[config.mk]
export PLATFORM = sky130hd
export DESIGN_NAME = dual_serial_regs
export DESIGN_NICKNAME = d
export VERILOG_FILES = /design/src/rtl/sreg_pkg.sv /design/src/rtl/sreg_rx_queue.sv /design/src/rtl/sreg_channel.sv /design/src/rtl/dual_serial_regs.sv
export SDC_FILE = /design/constraint.sdc
export NUM_CORES = 1
export LEC_CHECK = 0
export BUFFER_PORTS_ARGS = -buffer_cell sky130_fd_sc_hd__buf_2
export CAP_MARGIN = 20
export CORE_ASPECT_RATIO = 1.4
export CORE_MARGIN = 2
export CORE_UTILIZATION = 30
export CTS_BUF_LIST = sky130_fd_sc_hd__clkbuf_2
export DETAILED_ROUTE_END_ITERATION = 16
export GPL_TIMING_DRIVEN = 0
export SKIP_CTS_REPAIR_TIMING = 1
export SLEW_MARGIN = 10
export SYNTH_ARGS = -nofsm -noshare
export SYNTH_HDL_FRONTEND = slang
export SYNTH_SLANG_ARGS = --single-unit
[constraint.sdc]
create_clock -name clk -period 2.8 [get_ports clk]
set_input_delay 0.56 -clock clk [delete_from_list [all_inputs] [get_ports clk]]
set_output_delay 0.56 -clock clk [all_outputs]
set_load 0.02 [all_outputs]
[src/rtl/sreg_pkg.sv]
package sreg_pkg;
  localparam int BYTE_W = 8;

  localparam logic [2:0] OFF_MODE = 3'd0;
  localparam logic [2:0] OFF_STAT = 3'd1;
  localparam logic [2:0] OFF_CMD  = 3'd2;
  localparam logic [2:0] OFF_DATA = 3'd3;

  localparam logic [3:0] ACT_PTR_RST = 4'd1;
  localparam logic [3:0] ACT_RX_RST  = 4'd2;
  localparam logic [3:0] ACT_TX_RST  = 4'd3;
  localparam logic [3:0] ACT_ERR_CLR = 4'd4;

  // two-bit on/off field: 00 keep, 01 on, anything else off
  function automatic logic enable_next(input logic [1:0] fld, input logic cur);
    return (fld == 2'b00) ? cur : (fld == 2'b01);
  endfunction

  function automatic logic [BYTE_W-1:0] status_pack(input logic rx_rdy, input logic full,
                                                    input logic tx_on, input logic ovr);
    return {3'b000, ovr, tx_on, tx_on, full, rx_rdy};
  endfunction
endpackage

[src/rtl/sreg_rx_queue.sv]
module sreg_rx_queue #(
  parameter int DEPTH = 4,
  parameter int W     = 8
) (
  input  logic         clk,
  input  logic         rst_n,
  input  logic         flush,
  input  logic         push,
  input  logic [W-1:0] din,
  input  logic         pop,
  output logic [W-1:0] dout,
  output logic         empty,
  output logic         full,
  output logic         drop
);
  localparam int IW = $clog2(DEPTH);

  logic [W-1:0]  slots [DEPTH];
  logic [IW-1:0] wr_idx, rd_idx;
  logic          accept, take;

  function automatic logic [IW-1:0] adv(input logic [IW-1:0] i);
    return (i == IW'(DEPTH-1)) ? '0 : i + 1'b1;
  endfunction

  assign empty  = (wr_idx == rd_idx);
  assign full   = (adv(wr_idx) == rd_idx);
  assign accept = push && !full;
  assign drop   = push && full;
  assign take   = pop && !empty;
  assign dout   = slots[rd_idx];

  always_ff @(posedge clk or negedge rst_n) begin
    if (!rst_n) begin
      wr_idx <= '0;
      rd_idx <= '0;
    end else if (flush) begin
      wr_idx <= '0;
      rd_idx <= '0;
    end else begin
      if (accept) wr_idx <= adv(wr_idx);
      if (take)   rd_idx <= adv(rd_idx);
    end
  end

  always_ff @(posedge clk) begin
    if (accept && !flush) slots[wr_idx] <= din;
  end


  no_overflow_chk: assert property (@(posedge clk) disable iff (!rst_n)
    (push && full && !flush) |=> $stable(wr_idx));


  empty_pop_chk: assert property (@(posedge clk) disable iff (!rst_n)
    (pop && empty && !flush && !push) |=> (empty && $stable(rd_idx)));
endmodule

[src/rtl/sreg_channel.sv]
module sreg_channel
  import sreg_pkg::*;
#(
  parameter int W      = 8,
  parameter int OFF_W  = 3,
  parameter int QDEPTH = 4
) (
  input  logic             clk,
  input  logic             rst_n,
  input  logic             wr_stb,
  input  logic             rd_stb,
  input  logic [OFF_W-1:0] offs,
  input  logic [W-1:0]     wdata,
  output logic [W-1:0]     rdata,
  output logic             tx_valid,
  output logic [W-1:0]     tx_data,
  input  logic             rx_push,
  input  logic [W-1:0]     rx_byte
);
  logic [W-1:0] mode_r [2];
  logic         mode_ptr, rx_en, tx_en, ovr;

  // named events
  logic mode_wr, cmd_wr, data_wr, data_rd;
  logic ptr_rst, rx_rst, tx_rst, err_clr;
  logic [3:0] act;
  logic q_empty, q_full, q_drop;
  logic [W-1:0] q_head;

  assign mode_wr = wr_stb && (offs == OFF_W'(OFF_MODE));
  assign cmd_wr  = wr_stb && (offs == OFF_W'(OFF_CMD));
  assign data_wr = wr_stb && (offs == OFF_W'(OFF_DATA));
  assign data_rd = rd_stb && (offs == OFF_W'(OFF_DATA));
  assign act     = wdata[7:4];
  assign ptr_rst = cmd_wr && (act == ACT_PTR_RST);
  assign rx_rst  = cmd_wr && (act == ACT_RX_RST);
  assign tx_rst  = cmd_wr && (act == ACT_TX_RST);
  assign err_clr = cmd_wr && (act == ACT_ERR_CLR);

  sreg_rx_queue #(.DEPTH(QDEPTH), .W(W)) i_queue (
    .clk   (clk),
    .rst_n (rst_n),
    .flush (rx_rst),
    .push  (rx_push && rx_en),
    .din   (rx_byte),
    .pop   (data_rd),
    .dout  (q_head),
    .empty (q_empty),
    .full  (q_full),
    .drop  (q_drop)
  );

  always_ff @(posedge clk or negedge rst_n) begin
    if (!rst_n) begin
      mode_r[0] <= '0;
      mode_r[1] <= '0;
      mode_ptr  <= 1'b0;
      rx_en     <= 1'b0;
      tx_en     <= 1'b0;
      ovr       <= 1'b0;
      tx_valid  <= 1'b0;
      tx_data   <= '0;
    end else begin
      if (mode_wr) begin
        mode_r[mode_ptr] <= wdata;
        mode_ptr         <= 1'b1;
      end
      if (cmd_wr) begin
        rx_en <= rx_rst ? 1'b0 : enable_next(wdata[1:0], rx_en);
        tx_en <= tx_rst ? 1'b0 : enable_next(wdata[3:2], tx_en);
        if (ptr_rst) mode_ptr <= 1'b0;
      end
      if (rx_rst || err_clr) ovr <= 1'b0;
      else if (q_drop)       ovr <= 1'b1;
      tx_valid <= data_wr && tx_en;
      if (data_wr && tx_en) tx_data <= wdata;
    end
  end

  always_comb begin
    unique case (offs)
      OFF_W'(OFF_MODE): rdata = mode_r[mode_ptr];
      OFF_W'(OFF_STAT): rdata = status_pack(!q_empty, q_full, tx_en, ovr);
      OFF_W'(OFF_DATA): rdata = q_empty ? '0 : q_head;
      default:          rdata = '0;
    endcase
  end


  tx_gate_chk: assert property (@(posedge clk) disable iff (!rst_n)
    (data_wr && !tx_en) |=> !tx_valid);


  mode_ptr_chk: assert property (@(posedge clk) disable iff (!rst_n)
    mode_wr |=> mode_ptr);


  rx_reset_chk: assert property (@(posedge clk) disable iff (!rst_n)
    rx_rst |=> (q_empty && !rx_en && !ovr));


  ovr_set_chk: assert property (@(posedge clk) disable iff (!rst_n)
    $rose(ovr) |-> $past(q_drop));
endmodule

[src/rtl/dual_serial_regs.sv]
module dual_serial_regs #(
  parameter int SEL_W  = 4,
  parameter int OFF_W  = 3,
  parameter int DATA_W = 8,
  parameter int QDEPTH = 4,
  parameter int NCH    = 1 << (SEL_W - OFF_W)
) (
  input  logic                  clk,
  input  logic                  rst_n,
  input  logic [SEL_W-1:0]      sel,
  input  logic [DATA_W-1:0]     wdata,
  input  logic                  wr_en,
  input  logic                  rd_en,
  output logic [DATA_W-1:0]     rdata,
  output logic [NCH-1:0]        tx_valid,
  output logic [NCH*DATA_W-1:0] tx_data,
  input  logic [NCH-1:0]        rx_push,
  input  logic [NCH*DATA_W-1:0] rx_byte
);
  localparam int CH_W = SEL_W - OFF_W;

  logic [CH_W-1:0]   ch_idx;
  logic [OFF_W-1:0]  offs;
  logic [DATA_W-1:0] ch_rdata [NCH];

  assign ch_idx = sel[SEL_W-1:OFF_W];
  assign offs   = sel[OFF_W-1:0];
  assign rdata  = ch_rdata[ch_idx];

  for (genvar g = 0; g < NCH; g++) begin : g_ch
    logic hit;
    assign hit = (ch_idx == CH_W'(g));

    sreg_channel #(.W(DATA_W), .OFF_W(OFF_W), .QDEPTH(QDEPTH)) i_channel (
      .clk      (clk),
      .rst_n    (rst_n),
      .wr_stb   (wr_en && hit),
      .rd_stb   (rd_en && hit),
      .offs     (offs),
      .wdata    (wdata),
      .rdata    (ch_rdata[g]),
      .tx_valid (tx_valid[g]),
      .tx_data  (tx_data[g*DATA_W +: DATA_W]),
      .rx_push  (rx_push[g]),
      .rx_byte  (rx_byte[g*DATA_W +: DATA_W])
    );
  end


  strobe_excl_chk: assert property (@(posedge clk) disable iff (!rst_n)
    !(wr_en && rd_en));
endmodule

==> impl_results.md <==
* Cells along the critical path: inv_4 -> ha_4 -> xnor2_2 -> a31oi_1 -> or4_1 -> a22oi_2 -> buf_6
* CP Data Required Time at 2.24 ns
* WL/cell at 17.83 um
* Yosys top cell by area: edfxtp_1
* Final ANT Viol Nets at 0
* Total GRT Usage at 0.1394
* Root Driver: clkbuf_2
* Synthesized net count at 427
* Crit path from: g_ch[1].i_channel.i_queue.wr_idx[1]
* TritonRoute pass-1 iters at 5
* Most frequent cells in the layout: 64 x edfxtp_1, 63 x dfrtp_1, 61 x mux2_2
* Lkg Pwr at 0.002859 uW
* Routability cong. at 0.8557
* Worst reg2reg path endpoint: g_ch[0].i_channel.i_queue.slots[3][4]
* Crit path DAT at 2.67 ns
* Die area at 0.02052 mm2
* Stages on worst setup path at 7
* Core area at 0.01914 mm2
* Slew HR at 0.5410
* Number of flops mapped to enable cells by yosys at 64
* Unique cell type count in the Yosys netlist at 55
* Via count at 3588
* Maximum clock rate at 309.4 MHz
* Maxcap violations at 0
* Total gr overflow at 0
* Most common cell after layout, fill and taps aside: edfxtp_1
* Worst vdd ir at 0.0002467 V
* Worst-margin pin slew at 0.6847 ns
* HPWL after detailed placement at 9463 um
* Outcome: complete, but fails checks
* Synthesized area at 0.005812 mm2
* Worst min path class: in -> reg
* Crit path kind: reg -> out
* Slew Viols, Final at 0
* YS warnings at 0
* Largest net degree at the start of global routing at 58
* Fin area at 0.007038 mm2
* Prevailing post-synth register cell: dfrtp_1
* Worst-path fanout max at 5
* First-pass GRT wire length at 20970 um
* FF+latch count, synth at 130
* Setup-failing EPs final at 8
* CTS clk-pin slew, worst paths at 0.19 ns
* Mean Syn Cell Area at 15.17 um2
* Final hold viol count at 0
* Min Tclk post-route at 3.232 ns
* Met3 usage at 0.03841
* Setup WS post-layout at -0.4325 ns
* Synth-to-Final Area Change at 21.10%
* TritonCTS clock tree: built
* Grt met2 use at 0.2452
* Die Wd at 121.6 um
* Drt total wl at 13280 um
* I/O pin total at 60
* Synth area leaders: edfxtp_1 33%, dfrtp_1 28%, mux2_2 12%, mux4_2 6.2%, ha_1 2.2%
* Total clock buffers created by CTS at 17
* Pwr Total at 5610 uW
* Grt met1 use at 0.1627
* # port buffers at 56
* CP Capture Point: rdata[1]
* Placed inst area at 0.006432 mm2
* CP bufs+invs at 2
* Crit path largest cell delay at 0.49 ns
* Final period util at 1.154
* Skew final at 0.02843 ns
* Share of the synthesized area in the top cell type at 0.3307
* Row count at 60
* Violated checks: setup timing
* Crit-path leading delay family: flip-flops
* Clock H-tree levels at 4
* Sequential area share after synthesis at 0.6149
* Initial core utilization at 0.3036
* Slowest cell on crit path: dfrtp_2
* Critical Path Sink Type: output port
* Drt via density at 4.816
* R2r setup slk at 0.28 ns
* Crit start category: flop
* RSZ-0062 raised after global routing: yes
* Die Ht at 168.7 um
* # diodes at 0
* Syn Inst Count at 383
* Starting DRT DRC Count at 151
* Maximum buffer depth of the clock tree at 2
* Sink Count at 130
* Layout cells sized above 1 at 0.4366
* PD cells at 797.1 mW/mm2
* Reg2Reg Launch Point: g_ch[0].i_channel.i_queue.wr_idx[0]
* # DRC at 0
* Clock Latency Late Sink at 0.71 ns
* Initial antenna violation count at 0
* Vias in the first global route at 3712
* Final nets at 528
* Top Usage Layer GRT: met2
* Ys async rst share at 0.5077
* Worst Reg-to-Reg Cells at 5
[report_power, final]
group / leakage, uW / switching, uW / internal (uW) / total [uW]
combinational: 0.00130 / 932 / 925 / 1860
clock: 0.000150 / 675 / 490 / 1160
sequential: 0.00141 / 216 / 2370 / 2590
total: 0.00286 / 1820 / 3790 / 5610
[Yosys cell counts (2+ instances only)]
cell type / instances
dfrtp_1: 66
edfxtp_1: 64
mux2_2: 61
a21oi_1: 19
mux4_2: 16
nor2_1: 16
nand2_1: 12
buf_2: 11
ha_1: 10
mux2i_1: 10
and2_1: 8
o21ai_0: 8
inv_1: 7
a22oi_1: 5
clkbuf_1: 5
xnor2_1: 5
a31oi_1: 4
a21boi_0: 3
a221oi_1: 3
buf_4: 3
nor2b_1: 3
nor3_4: 3
a211oi_1: 2
a221o_1: 2
and2b_1: 2
nand3b_1: 2
nor3_1: 2
or2_2: 2
or3_1: 2
xor2_1: 2
[stage by stage]
step / setup WS (ns) / utilization / TNS, ns / instances / hold WS [ns]
2_1_floorplan: 0.2595 / - / 0 / 383 / 0.2644
3_3_place_gp: -0.2413 / 0.3344 / -0.6381 / 687 / 0.4830
3_5_place_dp: -0.2416 / 0.3360 / -0.6913 / 688 / 0.4099
4_1_cts: -0.9029 / 0.3484 / -5.116 / 720 / -0.4280
5_1_grt: -0.5977 / 0.3676 / -3.512 / 745 / 0.004635
6_report: -0.4325 / 0.3676 / -2.079 / 745 / 0.07593
[final cells by class]
type | instances | area [um2]
clock inverters | 13 | 142.6
multi-input cells | 226 | 2187
clock buffers | 19 | 95.09
repair buffers | 82 | 561.8
plain buffers | 20 | 132.6
flip-flops and latches | 130 | 3577
well taps | 248 | 310.3
inverters | 7 | 31.28
fillers | 1874 | 12110
[per-layer routing]
metal	vias to the layer above	share of wire
li1	1653	-
met1	1819	0.41
met2	94	0.53
met3	22	0.039
met4	0	0.024
met5	-	0
[worst register-to-register path, stage by stage, from the launching register on]
cell	delay, ns
dfrtp_1	0.50
ha_1	0.28
or3_1	0.33
a31oi_1	0.33
nor2b_1	0.27
and2_1	0.47
[kinds of logic (layout without fill, tap and decap cells)]
family	count (synthesis)	in the layout	synth area share
flip-flops	130	130	0.6149
multiplexers	87	87	0.1974
AO/OA/AOI/OAI	56	56	0.06394
XOR/XNOR	7	7	0.01055
buffers and inverters	27	141	0.02196
AND/OR/NAND/NOR	66	66	0.06975
adder cells (fa/ha/maj)	10	10	0.02153
[sequential cells by signal (all words and copies together), names as in the netlist]
| name | count |
|---|---|
| g_ch.i_channel.tx_data | 16 |
| g_ch.i_channel.i_queue.wr_idx | 4 |
| g_ch.i_channel.tx_en | 2 |
| g_ch.i_channel.ovr | 2 |
| g_ch.i_channel.rx_en | 2 |
| g_ch.i_channel.mode_ptr | 2 |
| g_ch.i_channel.tx_valid | 2 |
| g_ch.i_channel.i_queue.slots | 64 |
| g_ch.i_channel.i_queue.rd_idx | 4 |
| g_ch.i_channel.mode_r | 32 |
[worst min path at each step]
stage / to / depth (start not counted) / slack, ns / start
floorplan: g_ch[0].i_channel.i_queue.rd_idx[0] / 0 / 0.26 / rst_n
global placement: g_ch[0].i_channel.mode_r[0] / 1 / 0.48 / g_ch[0].i_channel.mode_r[0]
detailed placement: g_ch[0].i_channel.tx_data[7] / 1 / 0.41 / rst_n
CTS: g_ch[0].i_channel.tx_data[7] / 1 / -0.43 / rst_n
global route: g_ch[1].i_channel.i_queue.slots[1][5] / 1 / 0.005 / rx_byte[13]
finish: g_ch[1].i_channel.i_queue.slots[0][5] / 1 / 0.08 / rx_byte[13]
No activity file was read; power rests on OpenSTA's default activity.
